### src/rtl/ctu_pkg.sv
package ctu_pkg;

    localparam int CNT_W   = 16;
    localparam int BYTE_W  = 8;
    localparam int NUM_CNT = 3;
    localparam int ADDR_W  = 3;
    localparam int NUM_IRQ = 2;

    localparam logic [ADDR_W-1:0] ADDR_CTRL = ADDR_W'(3);
    localparam logic [ADDR_W-1:0] ADDR_CLR  = ADDR_W'(4);

    localparam logic [2:0] MODE_RATE   = 3'b010;
    localparam logic [2:0] MODE_STROBE = 3'b100;

    typedef enum logic [1:0] {
        ACC_LATCH = 2'b00,
        ACC_LO    = 2'b01,
        ACC_HI    = 2'b10,
        ACC_WORD  = 2'b11
    } ctu_acc_e;

    typedef struct packed {
        logic [1:0] sel;
        ctu_acc_e   acc;
        logic [2:0] mode;
        logic       rsv;
    } ctu_ctrl_t;

    typedef struct packed {
        logic [CNT_W-1:0] count;
        logic [CNT_W-1:0] reload;
        logic [CNT_W-1:0] snap;
        logic             snap_ok;
        logic             running;
        logic             periodic;
        logic             wr_hi;
        logic             rd_hi;
    } ctu_cnt_state_t;

    function automatic logic [BYTE_W-1:0] pick_byte(logic [CNT_W-1:0] v, logic hi);
        return hi ? v[CNT_W-1:BYTE_W] : v[BYTE_W-1:0];
    endfunction

endpackage

### src/rtl/ctu_counter.sv
module ctu_counter
    import ctu_pkg::*;
(
    input  logic              clk,
    input  logic              rst,
    input  logic              cfg_we,
    input  ctu_acc_e          cfg_acc,
    input  logic [2:0]        cfg_mode,
    input  logic              data_we,
    input  logic              data_re,
    input  logic [BYTE_W-1:0] wdata,
    input  logic              step,
    output logic [BYTE_W-1:0] rdata,
    output logic              tc
);

    ctu_cnt_state_t st, nxt;

    always_comb tc = st.running && step && (st.count == CNT_W'(1));

    always_comb begin
        nxt = st;
        if (st.running && step)
            nxt.count = (st.count == CNT_W'(1)) ? st.reload : st.count - CNT_W'(1);
        if (cfg_we) begin
            if (cfg_acc == ACC_WORD) begin
                nxt.running  = 1'b0;
                nxt.periodic = (cfg_mode == MODE_RATE);
                nxt.wr_hi    = 1'b0;
                nxt.rd_hi    = 1'b0;
                nxt.snap_ok  = 1'b0;
            end else if (cfg_acc == ACC_LATCH && !st.snap_ok) begin
                nxt.snap    = st.count;
                nxt.snap_ok = 1'b1;
                nxt.rd_hi   = 1'b0;
            end
        end
        if (data_we) begin
            if (!st.wr_hi) begin
                nxt.reload[BYTE_W-1:0] = wdata;
                nxt.wr_hi = 1'b1;
            end else begin
                nxt.reload[CNT_W-1:BYTE_W] = wdata;
                nxt.wr_hi = 1'b0;
                if (st.periodic) begin
                    nxt.count   = {wdata, st.reload[BYTE_W-1:0]};
                    nxt.running = 1'b1;
                end
            end
        end
        if (data_re) begin
            nxt.rd_hi = !st.rd_hi;
            if (st.rd_hi) nxt.snap_ok = 1'b0;
        end
    end

    always_ff @(posedge clk) begin
        if (rst) st <= '0;
        else     st <= nxt;
    end

    always_comb rdata = pick_byte(st.snap_ok ? st.snap : st.count, st.rd_hi);

    AST_RELOAD_ON_TC: assert property (@(posedge clk) disable iff (rst)
        (tc && !data_we && !cfg_we) |=> (st.count == $past(st.reload))) else $error("reload");

    AST_WORD_CTRL_HALTS: assert property (@(posedge clk) disable iff (rst)
        (cfg_we && cfg_acc == ACC_WORD) |=> !st.running) else $error("halt");

    AST_LOW_BYTE_NO_START: assert property (@(posedge clk) disable iff (rst)
        (data_we && !st.wr_hi && !st.running) |=> !st.running) else $error("early start");

    AST_SNAP_FROZEN: assert property (@(posedge clk) disable iff (rst)
        (st.snap_ok && !cfg_we && !data_re) |=> $stable(st.snap)) else $error("snap moved");

endmodule

### src/rtl/ctu_irq_flags.sv
module ctu_irq_flags
    import ctu_pkg::*;
#(
    parameter int N = NUM_IRQ
) (
    input  logic         clk,
    input  logic         rst,
    input  logic [N-1:0] set,
    input  logic [N-1:0] clr,
    output logic [N-1:0] flag
);

    always_ff @(posedge clk) begin
        if (rst) flag <= '0;
        else     flag <= (flag & ~clr) | set;
    end

    for (genvar i = 0; i < N; i++) begin : g_chk
        AST_SET_WINS: assert property (@(posedge clk) disable iff (rst)
            set[i] |=> flag[i]) else $error("set lost");
        AST_CLEAR_TAKES: assert property (@(posedge clk) disable iff (rst)
            (clr[i] && !set[i]) |=> !flag[i]) else $error("clear lost");
        AST_STICKY: assert property (@(posedge clk) disable iff (rst)
            (!clr[i] && !set[i]) |=> $stable(flag[i])) else $error("flag moved");
    end

endmodule

### src/rtl/chained_timer_unit.sv
module chained_timer_unit
    import ctu_pkg::*;
(
    input  logic              clk,
    input  logic              rst,
    input  logic              reg_we,
    input  logic              reg_re,
    input  logic [ADDR_W-1:0] reg_addr,
    input  logic [BYTE_W-1:0] reg_wdata,
    output logic [BYTE_W-1:0] reg_rdata,
    output logic              irq_tick,
    output logic              irq_wrap
);

    ctu_ctrl_t          cfg;
    logic               wr_ctrl;
    logic [NUM_CNT-1:0] tc;
    logic [NUM_CNT-1:0] step;
    logic [BYTE_W-1:0]  cnt_rd [NUM_CNT];
    logic [NUM_IRQ-1:0] irq_clr;
    logic [NUM_IRQ-1:0] irq_flag;

    always_comb cfg     = ctu_ctrl_t'(reg_wdata);
    always_comb wr_ctrl = reg_we && (reg_addr == ADDR_CTRL);
    always_comb irq_clr = (reg_we && reg_addr == ADDR_CLR) ? reg_wdata[NUM_IRQ-1:0] : '0;

    for (genvar i = 0; i < NUM_CNT; i++) begin : g_cnt
        if (i == NUM_CNT - 1) begin : g_pre
            always_comb step[i] = 1'b1;
        end else begin : g_chained
            always_comb step[i] = tc[NUM_CNT-1];
        end

        ctu_counter u_cnt (
            .clk      (clk),
            .rst      (rst),
            .cfg_we   (wr_ctrl && cfg.sel == 2'(i)),
            .cfg_acc  (cfg.acc),
            .cfg_mode (cfg.mode),
            .data_we  (reg_we && reg_addr == ADDR_W'(i)),
            .data_re  (reg_re && reg_addr == ADDR_W'(i)),
            .wdata    (reg_wdata),
            .step     (step[i]),
            .rdata    (cnt_rd[i]),
            .tc       (tc[i])
        );
    end

    always_comb begin
        reg_rdata = '0;
        for (int i = 0; i < NUM_CNT; i++)
            if (reg_addr == ADDR_W'(i)) reg_rdata = cnt_rd[i];
    end

    ctu_irq_flags #(.N(NUM_IRQ)) u_irq (
        .clk  (clk),
        .rst  (rst),
        .set  (tc[NUM_IRQ-1:0]),
        .clr  (irq_clr),
        .flag (irq_flag)
    );

    always_comb irq_tick = irq_flag[0];
    always_comb irq_wrap = irq_flag[1];

    AST_CHAIN_STEP: assert property (@(posedge clk) disable iff (rst)
        (tc[0] || tc[1]) |-> tc[NUM_CNT-1]) else $error("chain");

    AST_TICK_FROM_TC: assert property (@(posedge clk) disable iff (rst)
        $rose(irq_tick) |-> $past(tc[0])) else $error("spurious tick");

endmodule

### config.mk
export PLATFORM = sky130hd
export DESIGN_NAME = chained_timer_unit
export DESIGN_NICKNAME = d
export VERILOG_FILES = /design/src/rtl/ctu_pkg.sv /design/src/rtl/ctu_counter.sv /design/src/rtl/ctu_irq_flags.sv /design/src/rtl/chained_timer_unit.sv
export SDC_FILE = /design/constraint.sdc
export NUM_CORES = 1
export LEC_CHECK = 0
export BUFFER_PORTS_ARGS = -buffer_cell sky130_fd_sc_hd__buf_2
export CAP_MARGIN = 20
export CORE_UTILIZATION = 40
export CTS_CLUSTER_DIAMETER = 30
export DETAILED_ROUTE_END_ITERATION = 6
export PLACE_DENSITY_LB_ADDON = 0.08
export RECOVER_POWER = 50
export SETUP_SLACK_MARGIN = 0.1
export SLEW_MARGIN = 30
export SYNTH_ARGS = -nofsm -noshare
export SYNTH_HDL_FRONTEND = slang
export SYNTH_SLANG_ARGS = --single-unit
### constraint.sdc
create_clock -name clk -period 2.5 [get_ports clk]
set_input_delay 0.25 -clock clk [delete_from_list [all_inputs] [get_ports clk]]
set_output_delay 0.25 -clock clk [all_outputs]
set_load 0.02 [all_outputs]
==> flow_metrics.py, run 1 <==
metrics = {
    "critical_path": {
        "crit_type": "reg -> out",
        "startpoint_type": "flip-flop",
        "critPathCaptureType": "output port",
        "regToRegSetupSlack_ps": 170,
        "arrival_ps": 2110,
        "required_ps": 2250,
        "r2r_start": "g_cnt[2].u_cnt.st[39]$_SDFF_PP0_",
        "crit_fanout": 6,
        "r2r_cells": 7,
        "r2r_end": "g_cnt[0].u_cnt.st[51]$_SDFF_PP0_",
    },
    "logic_synthesis": {
        "ys_ff_latch": 161,
        "synth_seq_area_share": 0.390,
        "syn_nets": 977,
        "synth_area_sq_um": 8270,
        "synth_ff_type": "dfxtp_1",
        "ys.warnings.count": 0,
        "yosysUniqueCellTypes": 72,
        "avgSynthCellArea_sq_um": 8.65,
        "synthCells": 956,
        "synth-edff-count": 0,
        "async_flop_share": 0,
        "yosys.area.top_type": "dfxtp_1",
        "synthTopCellsByArea": "dfxtp_1 (39%), mux2i_1 (9.1%), nor2_1 (7.4%), mux4_2 (6.5%), nand2_1 (4.2%)",
        "synth_top_area_share": 0.390,
    },
    "cells_and_area": {
        "stdcell_count": 1288,
        "final_util": 0.480,
        "fillers": 1994,
        "multi_input_area_sq_um": 4720,
        "final_net_count": 1026,
        "final_cell_mix": "nor2_1 (161), dfxtp_1 (156), nand2_1 (91)",
        "area_growth_syn_to_layout_pct": 17.4,
        "layout_commonest_cell": "nor2_1",
        "diodes": 0,
        "seq_area_sq_um": 3230,
        "drive_above_1_share": 0.187,
        "fin_area_sq_um": 9710,
    },
    "cts": {
        "cts_tree": "yes",
        "cts_htree_levels": 4,
        "cts_sinks": 161,
        "cts_buffer_depth": 2,
        "clock_tree.root_cell": "clkbuf_16",
        "path_clk_slew_ps": 70,
        "hold_buffers": 0,
        "cts_buffers": 17,
        "clk_latency_ps": 430,
    },
    "drt": {
        "firstDrtPassIters": 5,
        "drt-total-wl_um": 25400,
        "ant_nets": 0,
        "vias": 7200,
        "vias_per_cell": 5.59,
        "routedWlPerCell_um": 19.7,
        "drt-initial-drc-count": 657,
        "drc_errors": 0,
    },
    "grt": {
        "grt_pass1_vias": 6905,
        "grt_busiest_layer": "met2",
        "grt_use_met2": 0.373,
        "met1_usage": 0.365,
        "grt-ovfl-total": 0,
        "grt_pass1_wl_um": 40500,
        "met3_usage": 0.0364,
        "grt_max_degree": 38,
        "grt_antenna_before_repair": 0,
        "grt.total_usage": 0.246,
    },
    "die": {
        "ios": 25,
        "start_util": 0.409,
        "die_x_um": 146,
        "core_sq_um": 20200,
        "die_area_sq_um": 21300,
        "placement_rows": 52,
        "die_h_um": 146,
    },
    "outcome": {
        "status": "completed",
    },
    "place": {
        "routabilityCongestion": 0.918,
        "port_buffers": 24,
        "dpl_cell_area_sq_um": 8990,
        "placed_cells": 1251,
        "hpwl_um": 18000,
    },
    "power_and_ir_drop": {
        "p_leak_nw": 3.71,
        "power_density_nw_per_um2": 577,
        "peakVddDrop_uv": 416,
    },
    "min_path": {
        "min_from": "reg_wdata[6]",
        "hold_path_depth": 3,
        "hold_path.class": "in -> reg",
        "holdPathEnd": "g_cnt[2].u_cnt.st[51]$_SDFF_PP0_",
    },
    "sta": {
        "fmax_ghz": 0.424,
        "rsz0062_at_grt": "yes",
        "setup-tns-final_ps": 0,
        "slew_headroom": 0.497,
        "skew_ps": 8.74,
        "worst_slew_pin_slew_ps": 753,
        "timing.hold.ws_ps": 175,
        "setup_viol": 0,
        "slew_viol_final": 0,
        "finalCriticalPeriod_ps": 2360,
        "period_share": 0.944,
        "final-hold-violation-count": 0,
    },
    "flow_run": {
        "maxCapViolCount": 0,
    },
}
## per-layer routing
layer  vias to the layer above  wire length (um)  part of all wire
met5                         -                 0                 0
met4                         0               193            0.0076
met3                        11              1100             0.043
met2                       171             11400              0.45
met1                      3498             12700              0.50
li1                       3520                 -                 -
## report_power, final
group | internal, mW | total [mW] | switching, mW | leakage (nW)
Combinational | 0.0623 | 0.217 | 0.154 | 2.11
Clock | 1.61 | 2.79 | 1.18 | 0.306
Sequential | 2.58 | 2.59 | 0.0136 | 1.30
Total | 4.25 | 5.60 | 1.35 | 3.71
## cells in the mapped netlist (all sizes together), types with 3 or more instances
| master | count |
|---|---|
| a211oi | 23 |
| a21oi | 68 |
| a221oi | 11 |
| a311oi | 6 |
| and3 | 9 |
| buf | 19 |
| clkbuf | 51 |
| dfxtp | 161 |
| ha | 6 |
| inv | 23 |
| mux2 | 5 |
| mux2i | 75 |
| mux4 | 24 |
| nand2 | 92 |
| nand2b | 7 |
| nand3 | 32 |
| nand4 | 13 |
| nor2 | 165 |
| nor2b | 5 |
| nor3 | 26 |
| nor3b | 4 |
| nor4 | 21 |
| o21ai | 27 |
| o21bai | 3 |
| o31ai | 5 |
| or2 | 4 |
| or3 | 5 |
| or4 | 7 |
| or4b | 3 |
| xnor2 | 18 |
| xor2 | 5 |
## kinds of logic after synthesis
kind of cell               count (synthesis)  synth area share
buffers and inverters                     94            0.0475
AOI/OAI and AO/OA                        165             0.129
DFF                                      161             0.390
adders and majority gates                  6           0.00908
xor gates and xnor gates                  23            0.0244
and+or+nand+nor                          403             0.238
muxes                                    104             0.163
## flip-flops by register name, summed over array words and instances (netlist names)
name            flops
g_cnt.u_cnt.st    159
u_irq.flag          2
## how the worst max path moves through the flow
stage                     slack, ps                          endpoint                         startpoint
after detailed placement        140  g_cnt[0].u_cnt.st[51]$_SDFF_PP0_   g_cnt[0].u_cnt.st[37]$_SDFF_PP0_
after global placement          110  g_cnt[0].u_cnt.st[51]$_SDFF_PP0_   g_cnt[0].u_cnt.st[37]$_SDFF_PP0_
after CTS                       110                      reg_rdata[1]  g_cnt[0].u_cnt.st[0]$_SDFFE_PP0P_
after floorplan                 290  g_cnt[0].u_cnt.st[52]$_SDFF_PP0_   g_cnt[2].u_cnt.st[39]$_SDFF_PP0_
final                           140                      reg_rdata[7]  g_cnt[1].u_cnt.st[0]$_SDFFE_PP0P_
after global routing             40  g_cnt[2].u_cnt.st[50]$_SDFF_PP0_                        reg_addr[1]
## metrics by stage
step                setup slack [ps]  total power, mW
floorplan                        288             2.77
global placement                 112             2.86
detailed placement               143             2.86
CTS                              106             5.65
global route                    35.2             5.77
finish                           140             5.60
## critical path, stage by stage, from the launching register on
cell and delay (ps):
dfxtp_2 330, buf_6 140, mux4_2 570, mux2i_1 180
nor2_1 100, a21oi_1 140, nor2_1 60, buf_4 160
## cell type report
class,instances,area share
clock buffers,17,0.0438
clock inverters,15,0.0202
inverters,24,0.00928
multi-input cells,701,0.486
flip-flops and latches,161,0.333
well taps,270,0.0348
repair buffers,100,0.0729
## timing repair
| action | 4_1_cts | 5_1_grt |
|---|---|---|
| buffers inserted | 0 | 3 |
| resized for setup | 7 | 22 |
| gates cloned | 1 | 1 |
| pin swaps | 1 | 2 |
| endpoints found under the setup margin | 9 | 38 |
Power figures use the tool's default switching activity.
==> run 2: changes to the inputs <==
==> constraint.sdc (replaced) <==
create_clock -name clk -period 2.75 [get_ports clk]
set_input_delay 0.275 -clock clk [delete_from_list [all_inputs] [get_ports clk]]
set_output_delay 0.275 -clock clk [all_outputs]
set_load 0.02 [all_outputs]
==> flow_metrics.py, run 2 (synthesis gave the netlist of run 1 again) <==
metrics = {
    "outcome": {
        "status": "completed",
    },
    "flow_run": {
        "maxCapViolCount": 0,
    },
    "cells_and_area": {
        "final_cell_mix": "nor2_1 (164), dfxtp_1 (161), nand2_1 (92)",
        "drive_above_1_share": 0.148,
        "top_regs": "g_cnt.u_cnt.st x159, u_irq.flag x2",
        "fin_area_sq_um": 9410,
        "diodes": 0,
        "stdcell_count": 1268,
        "fillers": 2009,
        "layout_commonest_cell": "nor2_1",
        "final_net_count": 1006,
        "largest_reg_flops": 159,
        "top_register": "g_cnt.u_cnt.st",
        "area_growth_syn_to_layout_pct": 13.8,
    },
    "place": {
        "placed_cells": 1235,
        "port_buffers": 24,
        "hpwl_um": 17300,
        "dpl_cell_area_sq_um": 8870,
        "routabilityCongestion": 0.854,
    },
    "cts": {
        "clk_latency_ps": 430,
        "cts_htree_levels": 4,
        "clock_tree.root_cell": "clkbuf_16",
        "cts_tree": "yes",
        "cts_buffers": 17,
        "cts_buffer_depth": 2,
        "path_clk_slew_ps": 70,
        "cts_sinks": 161,
    },
    "grt": {
        "grt-ovfl-total": 0,
        "grt_antenna_before_repair": 0,
        "grt_pass1_vias": 6714,
        "met3_usage": 0.0370,
        "grt_pass1_wl_um": 39400,
        "grt.total_usage": 0.242,
        "met1_usage": 0.352,
        "grt_max_degree": 58,
        "grt_use_met2": 0.370,
        "grt_busiest_layer": "met2",
    },
    "sta": {
        "fmax_ghz": 0.389,
        "skew_ps": 15.6,
        "final-hold-violation-count": 0,
        "slew_viol_final": 0,
        "setup-tns-final_ps": 0,
        "setup_viol": 0,
        "slew_headroom": 0.0709,
        "worst_slew_pin_slew_ps": 1390,
        "finalCriticalPeriod_ps": 2570,
        "period_share": 0.934,
        "rsz0062_at_grt": "no",
    },
    "power_and_ir_drop": {
        "total_power_mw": 4.98,
        "peakVddDrop_uv": 284,
        "p_leak_nw": 3.58,
        "power_density_nw_per_um2": 529,
    },
    "drt": {
        "drt-initial-drc-count": 607,
        "routedWlPerCell_um": 19.7,
        "ant_nets": 0,
        "drt-total-wl_um": 25000,
        "drc_errors": 0,
        "firstDrtPassIters": 4,
        "vias": 7143,
        "vias_per_cell": 5.63,
    },
    "critical_path": {
        "arrival_ps": 2290,
        "crit_type": "reg -> out",
        "required_ps": 2480,
        "startpoint": "g_cnt[0].u_cnt.st[0]$_SDFFE_PP0P_",
        "crit_fanout": 8,
        "r2r_start": "g_cnt[2].u_cnt.st[39]$_SDFF_PP0_",
        "startpoint_type": "flip-flop",
        "critPathCaptureType": "output port",
        "regToRegSetupSlack_ps": 270,
    },
    "min_path": {
        "min_from": "rst",
        "hold_path.class": "in -> reg",
    },
    "die": {
        "die_area_sq_um": 21300,
        "placement_rows": 52,
        "ios": 25,
        "start_util": 0.409,
        "die_h_um": 146,
        "core_sq_um": 20200,
        "die_x_um": 146,
    },
}
[run 2: final cells by class]
type	count	area [sq um]	share of cell area
clock buffers	19	443	0.0471
clock inverters	13	149	0.0158
inverters	24	90.1	0.00957
multi-input cells	701	4650	0.494
flip-flops and latches	161	3220	0.342
well taps	270	338	0.0359
repair buffers	80	523	0.0556
[run 2: final timing paths]
kind | cells after the start | endpoint
max | 7 | reg_rdata[3]
min | 2 | g_cnt[0].u_cnt.st[19]$_SDFFE_PP0P_
max reg2reg | 8 | g_cnt[0].u_cnt.st[52]$_SDFF_PP0_
min reg2reg | 2 | g_cnt[2].u_cnt.st[18]$_SDFFE_PP0P_
[run 2: per-layer routing]
| layer | vias to the layer above | wire length, um |
|---|---|---|
| li1 | 3465 | - |
| met1 | 3487 | 12200 |
| met2 | 169 | 11300 |
| met3 | 22 | 1010 |
| met4 | 0 | 408 |
| met5 | - | 0 |
[run 2: stage by stage]
step	setup slack (ps)	utilization	hold WS, ps
6_report	182	0.465	262
5_1_grt	66.8	0.465	278
4_1_cts	134	0.467	245
3_5_place_dp	257	0.438	444
3_3_place_gp	296	0.438	440
2_1_floorplan	538	-	433
[run 2: timing repair]
action	CTS	global route
buffers inserted	0	1
endpoints found under the setup margin	0	6
hold buffers	0	0
resized for setup	0	2
[run 2: power by group]
group	internal (mW)	total [mW]	switching, mW	leakage (nW)
logic	0.0537	0.190	0.136	1.99
clock network	1.38	2.44	1.05	0.287
registers	2.34	2.36	0.0131	1.30
total	3.78	4.98	1.20	3.58
[run 2: worst max-delay path, cell delays in order, from the launching register on]
cell	delay, ps
dfxtp_1	400
buf_6	200
mux4_2	530
mux2i_1	230
nor2_1	120
a21oi_1	140
nor2_1	50
buf_2	180
